<file path="src/rtl/noc_route_pkg.sv">
package noc_route_pkg;

   localparam int MESH_DIRS = 4;

   typedef enum logic [2:0] {
      PORT_LOCAL = 3'd0,
      PORT_EAST  = 3'd1,
      PORT_WEST  = 3'd2,
      PORT_NORTH = 3'd3,
      PORT_SOUTH = 3'd4
   } port_e;

   typedef enum logic [1:0] {
      POL_FIRST = 2'd0,
      POL_LOAD  = 2'd1,
      POL_FREQ  = 2'd2,
      POL_SPARE = 2'd3
   } policy_e;

   // mesh direction index (east=0 .. south=3) of a non-local port code
   function automatic logic [1:0] dir_index(port_e p);
      return 2'(int'(p) - 1);
   endfunction

endpackage

</file>
<file path="src/rtl/noc_route_dir.sv">
module noc_route_dir
   import noc_route_pkg::*;
#(
   parameter int COORD_W = 2
) (
   input  logic [COORD_W-1:0] cur_x,
   input  logic [COORD_W-1:0] cur_y,
   input  logic [COORD_W-1:0] dst_x,
   input  logic [COORD_W-1:0] dst_y,
   output logic               at_home,
   output logic               x_live,
   output logic               y_live,
   output port_e              x_port,
   output port_e              y_port,
   output port_e              xy_port
);
   always_comb begin
      x_live  = (dst_x != cur_x);
      y_live  = (dst_y != cur_y);
      at_home = !x_live && !y_live;
      x_port  = (dst_x > cur_x) ? PORT_EAST  : PORT_WEST;
      y_port  = (dst_y > cur_y) ? PORT_NORTH : PORT_SOUTH;
      xy_port = x_live ? x_port : y_port;
   end
endmodule

</file>
<file path="src/rtl/noc_vc_pick.sv">
module noc_vc_pick #(
   parameter int VC_PER_VNET = 4,
   parameter int ESC_VCS     = 1,
   localparam int VC_W       = (VC_PER_VNET > 1) ? $clog2(VC_PER_VNET) : 1
) (
   input  logic [VC_PER_VNET-1:0] free,
   output logic                   adapt_any,
   output logic [VC_W-1:0]        adapt_idx,
   output logic                   esc_any,
   output logic [VC_W-1:0]        esc_idx
);
   // descending scans leave the lowest free index in each class
   always_comb begin
      adapt_any = 1'b0;
      adapt_idx = '0;
      for (int v = VC_PER_VNET - 1; v >= ESC_VCS; v--) begin
         if (free[v]) begin
            adapt_any = 1'b1;
            adapt_idx = VC_W'(v);
         end
      end
   end

   always_comb begin
      esc_any = 1'b0;
      esc_idx = '0;
      for (int v = ESC_VCS - 1; v >= 0; v--) begin
         if (free[v]) begin
            esc_any = 1'b1;
            esc_idx = VC_W'(v);
         end
      end
   end
endmodule

</file>
<file path="src/rtl/noc_port_rank.sv">
module noc_port_rank
   import noc_route_pkg::*;
#(
   parameter int CRED_W = 4,
   parameter int FREQ_W = 4
) (
   input  policy_e           policy,
   input  logic              x_ok,
   input  logic              y_ok,
   input  logic [CRED_W-1:0] x_cred,
   input  logic [CRED_W-1:0] y_cred,
   input  logic [FREQ_W-1:0] x_freq,
   input  logic [FREQ_W-1:0] y_freq,
   output logic              any_ok,
   output logic              take_y
);
   logic y_better;

   always_comb begin
      unique case (policy)
         POL_LOAD: y_better = (y_cred > x_cred);
         POL_FREQ: y_better = (y_freq > x_freq);
         default:  y_better = 1'b0;
      endcase
      any_ok = x_ok || y_ok;
      take_y = y_ok && (!x_ok || y_better);
   end
endmodule

</file>
<file path="src/rtl/noc_adaptive_route.sv">
module noc_adaptive_route
   import noc_route_pkg::*;
#(
   parameter int MESH_X      = 4,
   parameter int MESH_Y      = 4,
   parameter int NUM_VNET    = 3,
   parameter int VC_PER_VNET = 4,
   parameter int ESC_VCS     = 1,
   parameter int CRED_W      = 4,
   parameter int FREQ_W      = 4,
   localparam int MESH_MAX   = (MESH_X > MESH_Y) ? MESH_X : MESH_Y,
   localparam int COORD_W    = (MESH_MAX > 1) ? $clog2(MESH_MAX) : 1,
   localparam int VNET_W     = (NUM_VNET > 1) ? $clog2(NUM_VNET) : 1,
   localparam int VC_W       = (VC_PER_VNET > 1) ? $clog2(VC_PER_VNET) : 1,
   localparam int FREE_W     = MESH_DIRS * NUM_VNET * VC_PER_VNET
) (
   input  logic                        clk,
   input  logic                        rst_n,
   input  logic                        req_valid,
   input  logic [COORD_W-1:0]          req_dst_x,
   input  logic [COORD_W-1:0]          req_dst_y,
   input  logic [VNET_W-1:0]           req_vnet,
   input  logic                        req_escape,
   input  logic [1:0]                  policy,
   input  logic [COORD_W-1:0]          here_x,
   input  logic [COORD_W-1:0]          here_y,
   input  logic [FREE_W-1:0]           vc_free,
   input  logic [MESH_DIRS*CRED_W-1:0] port_credits,
   input  logic [MESH_DIRS*FREQ_W-1:0] port_freq,
   output logic                        rsp_valid,
   output logic [2:0]                  rsp_port,
   output logic [VC_W-1:0]             rsp_vc,
   output logic                        rsp_escape,
   output logic                        rsp_stall
);
   // elaboration-time parameter checks
   if (VC_PER_VNET < 2) begin : g_bad_vcs
      $error("VC_PER_VNET must be at least 2");
   end
   if (ESC_VCS < 1 || ESC_VCS >= VC_PER_VNET) begin : g_bad_esc
      $error("ESC_VCS must leave at least one channel in each class");
   end
   if (MESH_X < 2 || MESH_Y < 2 || NUM_VNET < 1) begin : g_bad_mesh
      $error("mesh must be at least 2x2 with one virtual network");
   end

   logic  at_home, x_live, y_live;
   port_e x_port, y_port, xy_port;

   noc_route_dir #(.COORD_W(COORD_W)) i_dir (
      .cur_x(here_x), .cur_y(here_y), .dst_x(req_dst_x), .dst_y(req_dst_y),
      .at_home(at_home), .x_live(x_live), .y_live(y_live),
      .x_port(x_port), .y_port(y_port), .xy_port(xy_port)
   );

   // per direction: free channels of the requested virtual network only
   logic [VC_PER_VNET-1:0] dir_free [MESH_DIRS];
   logic                   dir_adapt_any [MESH_DIRS];
   logic [VC_W-1:0]        dir_adapt_idx [MESH_DIRS];
   logic                   dir_esc_any   [MESH_DIRS];
   logic [VC_W-1:0]        dir_esc_idx   [MESH_DIRS];

   for (genvar d = 0; d < MESH_DIRS; d++) begin : g_dir
      always_comb begin
         dir_free[d] = '0;
         for (int n = 0; n < NUM_VNET; n++) begin
            if (req_vnet == VNET_W'(n))
               dir_free[d] = vc_free[(d*NUM_VNET + n)*VC_PER_VNET +: VC_PER_VNET];
         end
      end

      noc_vc_pick #(.VC_PER_VNET(VC_PER_VNET), .ESC_VCS(ESC_VCS)) i_pick (
         .free(dir_free[d]),
         .adapt_any(dir_adapt_any[d]), .adapt_idx(dir_adapt_idx[d]),
         .esc_any(dir_esc_any[d]),     .esc_idx(dir_esc_idx[d])
      );
   end

   logic [1:0] xi, yi, xyi, seli;
   logic       x_ok, y_ok, any_ok, take_y;

   always_comb begin
      xi   = dir_index(x_port);
      yi   = dir_index(y_port);
      xyi  = dir_index(xy_port);
      x_ok = x_live && !req_escape && dir_adapt_any[xi];
      y_ok = y_live && !req_escape && dir_adapt_any[yi];
   end

   noc_port_rank #(.CRED_W(CRED_W), .FREQ_W(FREQ_W)) i_rank (
      .policy(policy_e'(policy)), .x_ok(x_ok), .y_ok(y_ok),
      .x_cred(port_credits[xi*CRED_W +: CRED_W]),
      .y_cred(port_credits[yi*CRED_W +: CRED_W]),
      .x_freq(port_freq[xi*FREQ_W +: FREQ_W]),
      .y_freq(port_freq[yi*FREQ_W +: FREQ_W]),
      .any_ok(any_ok), .take_y(take_y)
   );

   port_e           nxt_port;
   logic [VC_W-1:0] nxt_vc;
   logic            nxt_esc, nxt_stall;

   always_comb begin
      seli      = take_y ? yi : xi;
      nxt_port  = PORT_LOCAL;
      nxt_vc    = '0;
      nxt_esc   = 1'b0;
      nxt_stall = 1'b0;
      if (at_home) begin
         nxt_port = PORT_LOCAL;
      end else if (any_ok) begin
         nxt_port = take_y ? y_port : x_port;
         nxt_vc   = dir_adapt_idx[seli];
      end else if (dir_esc_any[xyi]) begin
         nxt_port = xy_port;
         nxt_vc   = dir_esc_idx[xyi];
         nxt_esc  = 1'b1;
      end else begin
         nxt_port  = xy_port;
         nxt_esc   = req_escape;
         nxt_stall = 1'b1;
      end
   end

   always_ff @(posedge clk or negedge rst_n) begin
      if (!rst_n) begin
         rsp_valid  <= 1'b0;
         rsp_port   <= '0;
         rsp_vc     <= '0;
         rsp_escape <= 1'b0;
         rsp_stall  <= 1'b0;
      end else begin
         rsp_valid  <= req_valid;
         rsp_port   <= req_valid ? 3'(nxt_port) : 3'd0;
         rsp_vc     <= req_valid ? nxt_vc : '0;
         rsp_escape <= req_valid && nxt_esc;
         rsp_stall  <= req_valid && nxt_stall;
      end
   end


   rsp_follows_req_chk: assert property (@(posedge clk) disable iff (!rst_n)
      req_valid |=> rsp_valid);


   rsp_idle_zero_chk: assert property (@(posedge clk) disable iff (!rst_n)
      !rsp_valid |-> (rsp_port == 3'd0 && !rsp_escape && !rsp_stall));


   local_clean_chk: assert property (@(posedge clk) disable iff (!rst_n)
      (req_valid && req_dst_x == here_x && req_dst_y == here_y)
      |=> (rsp_port == 3'd0 && !rsp_escape && !rsp_stall));


   adaptive_class_chk: assert property (@(posedge clk) disable iff (!rst_n)
      (rsp_valid && rsp_port != 3'd0 && !rsp_escape && !rsp_stall)
      |-> (int'(rsp_vc) >= ESC_VCS));


   escape_locked_chk: assert property (@(posedge clk) disable iff (!rst_n)
      (req_valid && req_escape && (req_dst_x != here_x || req_dst_y != here_y))
      |=> (rsp_escape && int'(rsp_vc) < ESC_VCS));


   port_code_range_chk: assert property (@(posedge clk) disable iff (!rst_n)
      rsp_valid |-> (rsp_port <= 3'd4));
endmodule

</file>
<file path="config.mk">
export PLATFORM = sky130hd
export DESIGN_NAME = noc_adaptive_route
export DESIGN_NICKNAME = d
export VERILOG_FILES = /design/src/rtl/noc_route_pkg.sv /design/src/rtl/noc_route_dir.sv /design/src/rtl/noc_vc_pick.sv /design/src/rtl/noc_port_rank.sv /design/src/rtl/noc_adaptive_route.sv
export SDC_FILE = /design/constraint.sdc
export NUM_CORES = 1
export LEC_CHECK = 0
export BUFFER_PORTS_ARGS = -buffer_cell sky130_fd_sc_hd__buf_2
export CAP_MARGIN = 10
export CELL_PAD_IN_SITES_DETAIL_PLACEMENT = 0
export CELL_PAD_IN_SITES_GLOBAL_PLACEMENT = 2
export CORE_UTILIZATION = 23
export DETAILED_ROUTE_END_ITERATION = 16
export GPL_ROUTABILITY_DRIVEN = 0
export GPL_TIMING_DRIVEN = 0
export PLACE_DENSITY = 0.95
export SLEW_MARGIN = 30
export SYNTH_ARGS = -nofsm -noshare
export SYNTH_HDL_FRONTEND = slang
export SYNTH_SLANG_ARGS = --single-unit
</file>
<file path="constraint.sdc">
create_clock -name clk -period 0.8 [get_ports clk]
set_input_delay 0.08 -clock clk [delete_from_list [all_inputs] [get_ports clk]]
set_output_delay 0.08 -clock clk [all_outputs]
set_load 0.01 [all_outputs]
</file>
==> summary.txt, run 1 <==
Status
  – Status: finished, violations left
  – Failing checks: negative setup slack

Detailed routing
  – Number of remaining DRC errors: 0
  – Post-route ant nets: 0
  – Routed Wire Length: 4640 microns
  – WL/cell: 12.3 microns
  – Vias: 1729
  – Pre-antenna DRT Iters: 4
  – Vias per inst: 4.59
  – Iteration-0 DRC Markers: 21

Floorplanning
  – Starting density of the core: 24.2%
  – IO Pins: 104
  – Die area: 6650 sq um
  – Core Region: 6030 sq um
  – Die H: 81.6 microns
  – FP Rows: 28
  – Die width: 81.6 microns

Synth
  – Main flop type after synthesis: dfrtp_1
  – Cell with the most instances after synthesis: nand2_1
  – Sequential area share after synthesis: 13.7%
  – Post-synth cell types: 43
  – Synth Cell Area: 1460 sq um
  – Mapped Cells: 176
  – Post-synth top area share: 16.5%
  – Area contributors post-synth: mux2i_1, dfrtp_1, ha_1, nand2_1, o2bb2ai_1
  – Synthesized area per cell: 8.27 sq um
  – Synth Net Count: 286
  – Post-synth ARST share: 100%
  – FF+latch count, synth: 8
  – Post-synth top cells: nand2_1, mux2i_1, ha_1
  – EDFF count, synth: 0
  – YS warnings: 0
  – Area leader, netlist: mux2i_1

Worst setup path
  – Element type at the critical path end: flop
  – CP Data Required Time: 0.87 ns
  – Worst EP arrival: 2.49 ns
  – Worst setup path class: input port to flop
  – Worst Path Max Fanout: 7
  – CP Launch Type: input port

Timing
  – Setup TNS: -9.99 ns
  – Hold violation total from the final report: 0
  – RSZ-0062 raised after global routing: yes
  – Max-slew violations: 0
  – Fmax: 413 MHz
  – Slew headroom: 39.0%
  – Period utilization: 302%
  – Final WS setup: -1.62 ns
  – Period minus WS final: 2.42 ns
  – Actual slew at the worst max-slew pin: 0.906 ns
  – # setup viols final: 7

Power
  – P_leak: 0.00131 uW
  – Peak VDD IR: 0.942 mV
  – Power Density: 1140 nW/um^2

Placement
  – Port Buffers: 101
  – Post-DP HPWL: 3610 microns

Cells and area
  – Final core utilization: 43.1%
  – Area grow syn2layout: 78.3%
  – Share of cells above drive strength 1: 56.0%
  – FILL cells: 626
  – Total Nets Final: 414
  – Diodes inserted: 0

Clocking
  – Clock root buffer: clkbuf_8
  – Worst-path clk slew: 0.04 ns
  – CTS sink cnt: 8
  – Max clock buf depth: 2
  – CTS tree: yes
  – TritonCTS Buffers: 3
  – H-tree depth: 1

Global route
  – Antenna violations before repair: 0
  – GRT Total Usage: 14.6%
  – GR Overflow Total: 0
  – Vias in the first global route: 1747
  – Largest net degree at the start of global routing: 11
  – First-pass GRT wire length: 7600 microns

Job
  – Max-cap violations: 0

Hold path
  – Hold WC Path Type: input port to flop
[repair_timing]
| item | CTS | global route |
|---|---|---|
| pin swaps | 19 | 14 |
| hold endpoints to repair | 9 | 0 |
| hold buffers | 2 | 0 |
| gates cloned | 2 | 0 |
| gates resized for setup | 31 | 14 |
| endpoints found under the setup margin | 13 | 15 |
| setup buffers | 17 | 5 |
[worst max-delay path: stages]
cell and delay (ns):
buf_8 0.11, inv_12 0.04, ha_4 0.19, nor2b_4 0.14
o21ai_4 0.18, buf_8 0.14, mux2i_2 0.21, ha_1 0.26
nor2b_1 0.13, o211ai_1 0.19, a21oi_2 0.09, a41oi_2 0.25
a21boi_4 0.13, o21a_1 0.21, nor2b_1 0.13
[path summary, 6_finish.rpt]
path	startpoint	end	slack (ns)	depth (start not counted)
max in group asynchronous	rst_n	rsp_vc[1]	0.41	2
worst max-delay path	here_x[1]	rsp_port[2]	-1.62	15
min in group asynchronous	rst_n	rsp_valid	0.22	2
worst min-delay path	req_escape	rsp_escape	0.11	2
[cells in the final DEF, fill, tap and decap left out, types with 2 or more instances in the layout]
cell,n
a21oi_1,8
a21oi_2,3
buf_12,2
buf_2,93
buf_4,17
buf_6,11
buf_8,5
clkbuf_8,3
dfrtp_1,8
dlygate4sd3_1,2
ha_1,10
ha_4,3
inv_1,9
mux2i_1,22
nand2_1,23
nand2_2,2
nand2b_1,2
nand4_1,2
nor2_1,10
nor2b_1,4
nor2b_4,3
nor3_1,4
nor3_2,3
o211ai_1,2
o21a_1,3
o21ai_0,6
o21ai_4,2
o2bb2ai_1,8
o2bb2ai_2,2
o41ai_4,2
[routing by layer]
layer | vias up | track usage (%) | share of wire (%)
li1 | 904 | - | -
met1 | 777 | 18.1 | 44
met2 | 46 | 26.0 | 50
met3 | 2 | 3.11 | 5.4
met4 | 0 | 2.46 | 0.62
met5 | - | 0 | 0
[power by group]
group	leakage (uW)	internal [uW]	switching [uW]
registers	0.000105	454	20.9
clock network	0.0000216	325	151
logic	0.00118	1100	904
total	0.00131	1880	1080
[metrics by stage]
| stage | hold slack [ns] | setup WS (ns) | std cells | total power [uW] | cell area, sq um |
|---|---|---|---|---|---|
| after floorplan | -0.216 | -1.65 | 176 | 1460 | 1530 |
| after global placement | -0.0726 | -2.12 | 352 | 1910 | 2130 |
| after detailed placement | -0.0704 | -2.14 | 352 | 1930 | 2130 |
| after CTS | 0.114 | -1.66 | 375 | 2850 | 2520 |
| after global routing | 0.113 | -1.73 | 377 | 3200 | 2600 |
| final | 0.115 | -1.62 | 377 | 2950 | 2600 |
[cells by family (layout without fill, tap and decap cells)]
| logic type | count (synthesis) | in the layout | share of synthesized area, % |
|---|---|---|---|
| DFF | 8 | 8 | 13.7 |
| adders and majority gates | 14 | 14 | 12.0 |
| and+or+nand+nor | 57 | 57 | 18.7 |
| muxes | 26 | 26 | 18.0 |
| buffers and inverters | 20 | 146 | 8.42 |
| AOI/OAI and AO/OA | 51 | 51 | 29.0 |
[flip-flops by register name (all words and copies together), names as in the netlist]
register and flops:
rsp_port 3, rsp_vc 2, rsp_escape 1, rsp_stall 1
rsp_valid 1
[area by class of cell]
type / count / area [sq um] / share of cell area, %
tap: 75 / 93.8 / 3.61
sequential: 8 / 200 / 7.71
inverter: 11 / 53.8 / 2.07
timing repair buffer: 124 / 783 / 30.2
clock buffer: 3 / 41.3 / 1.59
multi-input combinational: 148 / 1320 / 50.8
buffer: 8 / 104 / 4.00
No activity file was read; power rests on OpenSTA's default activity.
==> inputs of run 2 (changes only) <==
--- a/config.mk
+++ b/config.mk
@@ -9,11 +9,12 @@
 export CAP_MARGIN = 10
 export CELL_PAD_IN_SITES_DETAIL_PLACEMENT = 0
 export CELL_PAD_IN_SITES_GLOBAL_PLACEMENT = 2
+export CORE_MARGIN = 2
 export CORE_UTILIZATION = 23
 export DETAILED_ROUTE_END_ITERATION = 16
 export GPL_ROUTABILITY_DRIVEN = 0
 export GPL_TIMING_DRIVEN = 0
-export PLACE_DENSITY = 0.95
+export PLACE_DENSITY = 0.86
 export SLEW_MARGIN = 30
 export SYNTH_ARGS = -nofsm -noshare
 export SYNTH_HDL_FRONTEND = slang
==> run 2 against run 1 <==
The flow still finishes with violations (negative setup slack); via count fell by 0.17%; sequential cell count did not move; sequential share of layout area rose by 0.18 points; setup slack improved by 0.033 ns; routed wire length rose by 2.1%; largest power group unchanged.
==> summary.txt, run 2 (synthesis results as in run 1) <==
Timing
  – # setup viols final: 11
  – Fmax: 419 MHz
  – Period utilization: 298%
  – Slew headroom: 48.5%
  – RSZ-0062 raised after global routing: yes
  – Max-slew violations: 0
  – Actual slew at the worst max-slew pin: 0.765 ns
  – Period minus WS final: 2.39 ns
  – Final WS setup: -1.59 ns
  – Hold violation total from the final report: 0

Detailed routing
  – Iteration-0 DRC Markers: 50
  – Number of remaining DRC errors: 0
  – Pre-antenna DRT Iters: 4
  – WL/cell: 12.7 microns
  – Vias per inst: 4.61
  – Routed Wire Length: 4740 microns
  – Post-route ant nets: 0
  – Vias: 1726

Power
  – Clock network fraction of total power: 16.7%
  – Power Density: 1140 nW/um^2
  – Sw power: 1060 uW
  – Peak VDD IR: 0.855 mV
  – Internal power: 1850 uW
  – Sequential power share: 16.3%
  – Combinational share of power: 66.9%
  – Sw Ratio: 36.4%
  – P_leak: 0.00128 uW

Cells and area
  – Commonest non-fill, non-tap cells in the layout: buf_2, nand2_1, mux2i_1
  – Commonest non-fill, non-tap cell in the layout: buf_2
  – Largest Register: rsp_port
  – Top Registers: rsp_port (3), rsp_vc (2)
  – FILL cells: 640
  – Diodes inserted: 0
  – Largest register FFs: 3
  – Total Nets Final: 411
  – Area grow syn2layout: 74.1%
  – Share of cells above drive strength 1: 57.2%
  – Cell area after layout: 2540 sq um
  – Finished Layout Cells: 374

Clocking
  – H-tree depth: 1
  – CTS sink cnt: 8
  – CTS tree: yes
  – TritonCTS Buffers: 3
  – Worst-path clk slew: 0.04 ns
  – Clock root buffer: clkbuf_8
  – Max clock buf depth: 2

Placement
  – Pre-CTS setup slack: -2.16 ns
  – Cell Area, Placed: 2130 sq um
  – Port Buffers: 101
  – Post-DP HPWL: 3740 microns
  – Placed Cells: 352

Global route
  – Vias in the first global route: 1795
  – Largest net degree at the start of global routing: 11
  – GR Overflow Total: 0
  – Most used routing layer: met2
  – GRT Total Usage: 13.0%
  – Antenna violations before repair: 0
  – GRT met1 Usage: 16.1%
  – First-pass GRT wire length: 7650 microns
  – GR Util met3: 2.47%
  – M2 GR Usage: 24.1%

Worst setup path
  – CP Launch Type: input port
  – Worst EP arrival: 2.53 ns
  – CP Data Required Time: 0.95 ns
  – Worst Path Max Fanout: 6
  – Worst setup path class: input port to flop
  – Element type at the critical path end: flop

Floorplanning
  – Die area: 6980 sq um
  – IO Pins: 104
  – Die width: 83.6 microns
  – Starting density of the core: 24.2%
  – Core Region: 6030 sq um
  – FP Rows: 28
  – Die H: 83.6 microns

Status
  – Failing checks: negative setup slack
  – Status: finished, violations left

Hold path
  – Hold WC Path Type: input port to flop

Job
  – Max-cap violations: 0
run 2: cell types whose count changed in the layout (fill, tap and decap cells not counted), moves of 2 or more:
cell | before | now
buf_4 | 17 | 14
buf_8 | 5 | 2
a21oi_1 | 8 | 6
a21oi_2 | 3 | 5
buf_12 | 2 | 4
buf_2 | 93 | 95
mux2i_2 | 1 | 3
run 2: metal layers:
layer	routed length, microns	share of wire [%]
met1	2130	45
met2	2330	49
met3	272	5.7
met4	8	0.17
met5	0	0
run 2: repair_timing:
item / CTS / global route
pin swaps: 20 / 9
endpoints found under the hold margin: 9 / 0
hold buffers: 2 / 0
setup buffers: 15 / 3
setup endpoints to repair: 13 / 15
resized for setup: 25 / 12
run 2: worst paths after layout:
kind                       depth (start not counted)       start  slack (ns)          end
max                                               17   here_x[1]       -1.59  rsp_port[0]
min in group asynchronous                          2       rst_n        0.22    rsp_valid
max in group asynchronous                          2       rst_n        0.42    rsp_vc[0]
min                                                2  req_escape        0.13   rsp_escape
run 2: layout make-up:
class	instances	area (sq um)	share of cell area [%]
tap	75	93.8	3.70
buffer	8	98.8	3.90
multi-input combinational	148	1300	51.2
clock buffer	3	41.3	1.63
timing repair buffer	121	749	29.6
inverter	11	53.8	2.12
sequential	8	200	7.89
run 2: worst max-delay path, cell delays in order:
cell     delay [ns]
buf_8          0.09
inv_12         0.03
ha_4           0.28
nor2b_4        0.17
o21ai_4        0.07
buf_8          0.14
buf_12         0.12
mux2_4         0.29
ha_2           0.17
inv_1          0.06
a21oi_2        0.06
o21ai_2        0.11
a41oi_2        0.17
buf_4          0.17
o21a_1         0.16
o221a_2        0.25
nor3_2         0.10
run 2: stage by stage:
stage	hold WS, ns	utilization (%)	power [uW]	TNS, ns
floorplan	-0.216	-	1460	-9.86
global placement	-0.0723	35.4	1930	-13.18
finish	0.134	42.1	2900	-9.19
detailed placement	-0.0655	35.4	1940	-13.13
global route	0.142	42.1	3140	-10.09
CTS	0.123	40.8	2780	-9.31
run 2: power by group through the flow:
stage / combinational, uW / sequential, uW / clock [uW]
detailed placement: 1460 / 472 / 0
global placement: 1460 / 472 / 0
floorplan: 958 / 497 / 0
finish: 1940 / 475 / 485
CTS: 1820 / 472 / 495
global route: 2130 / 479 / 524
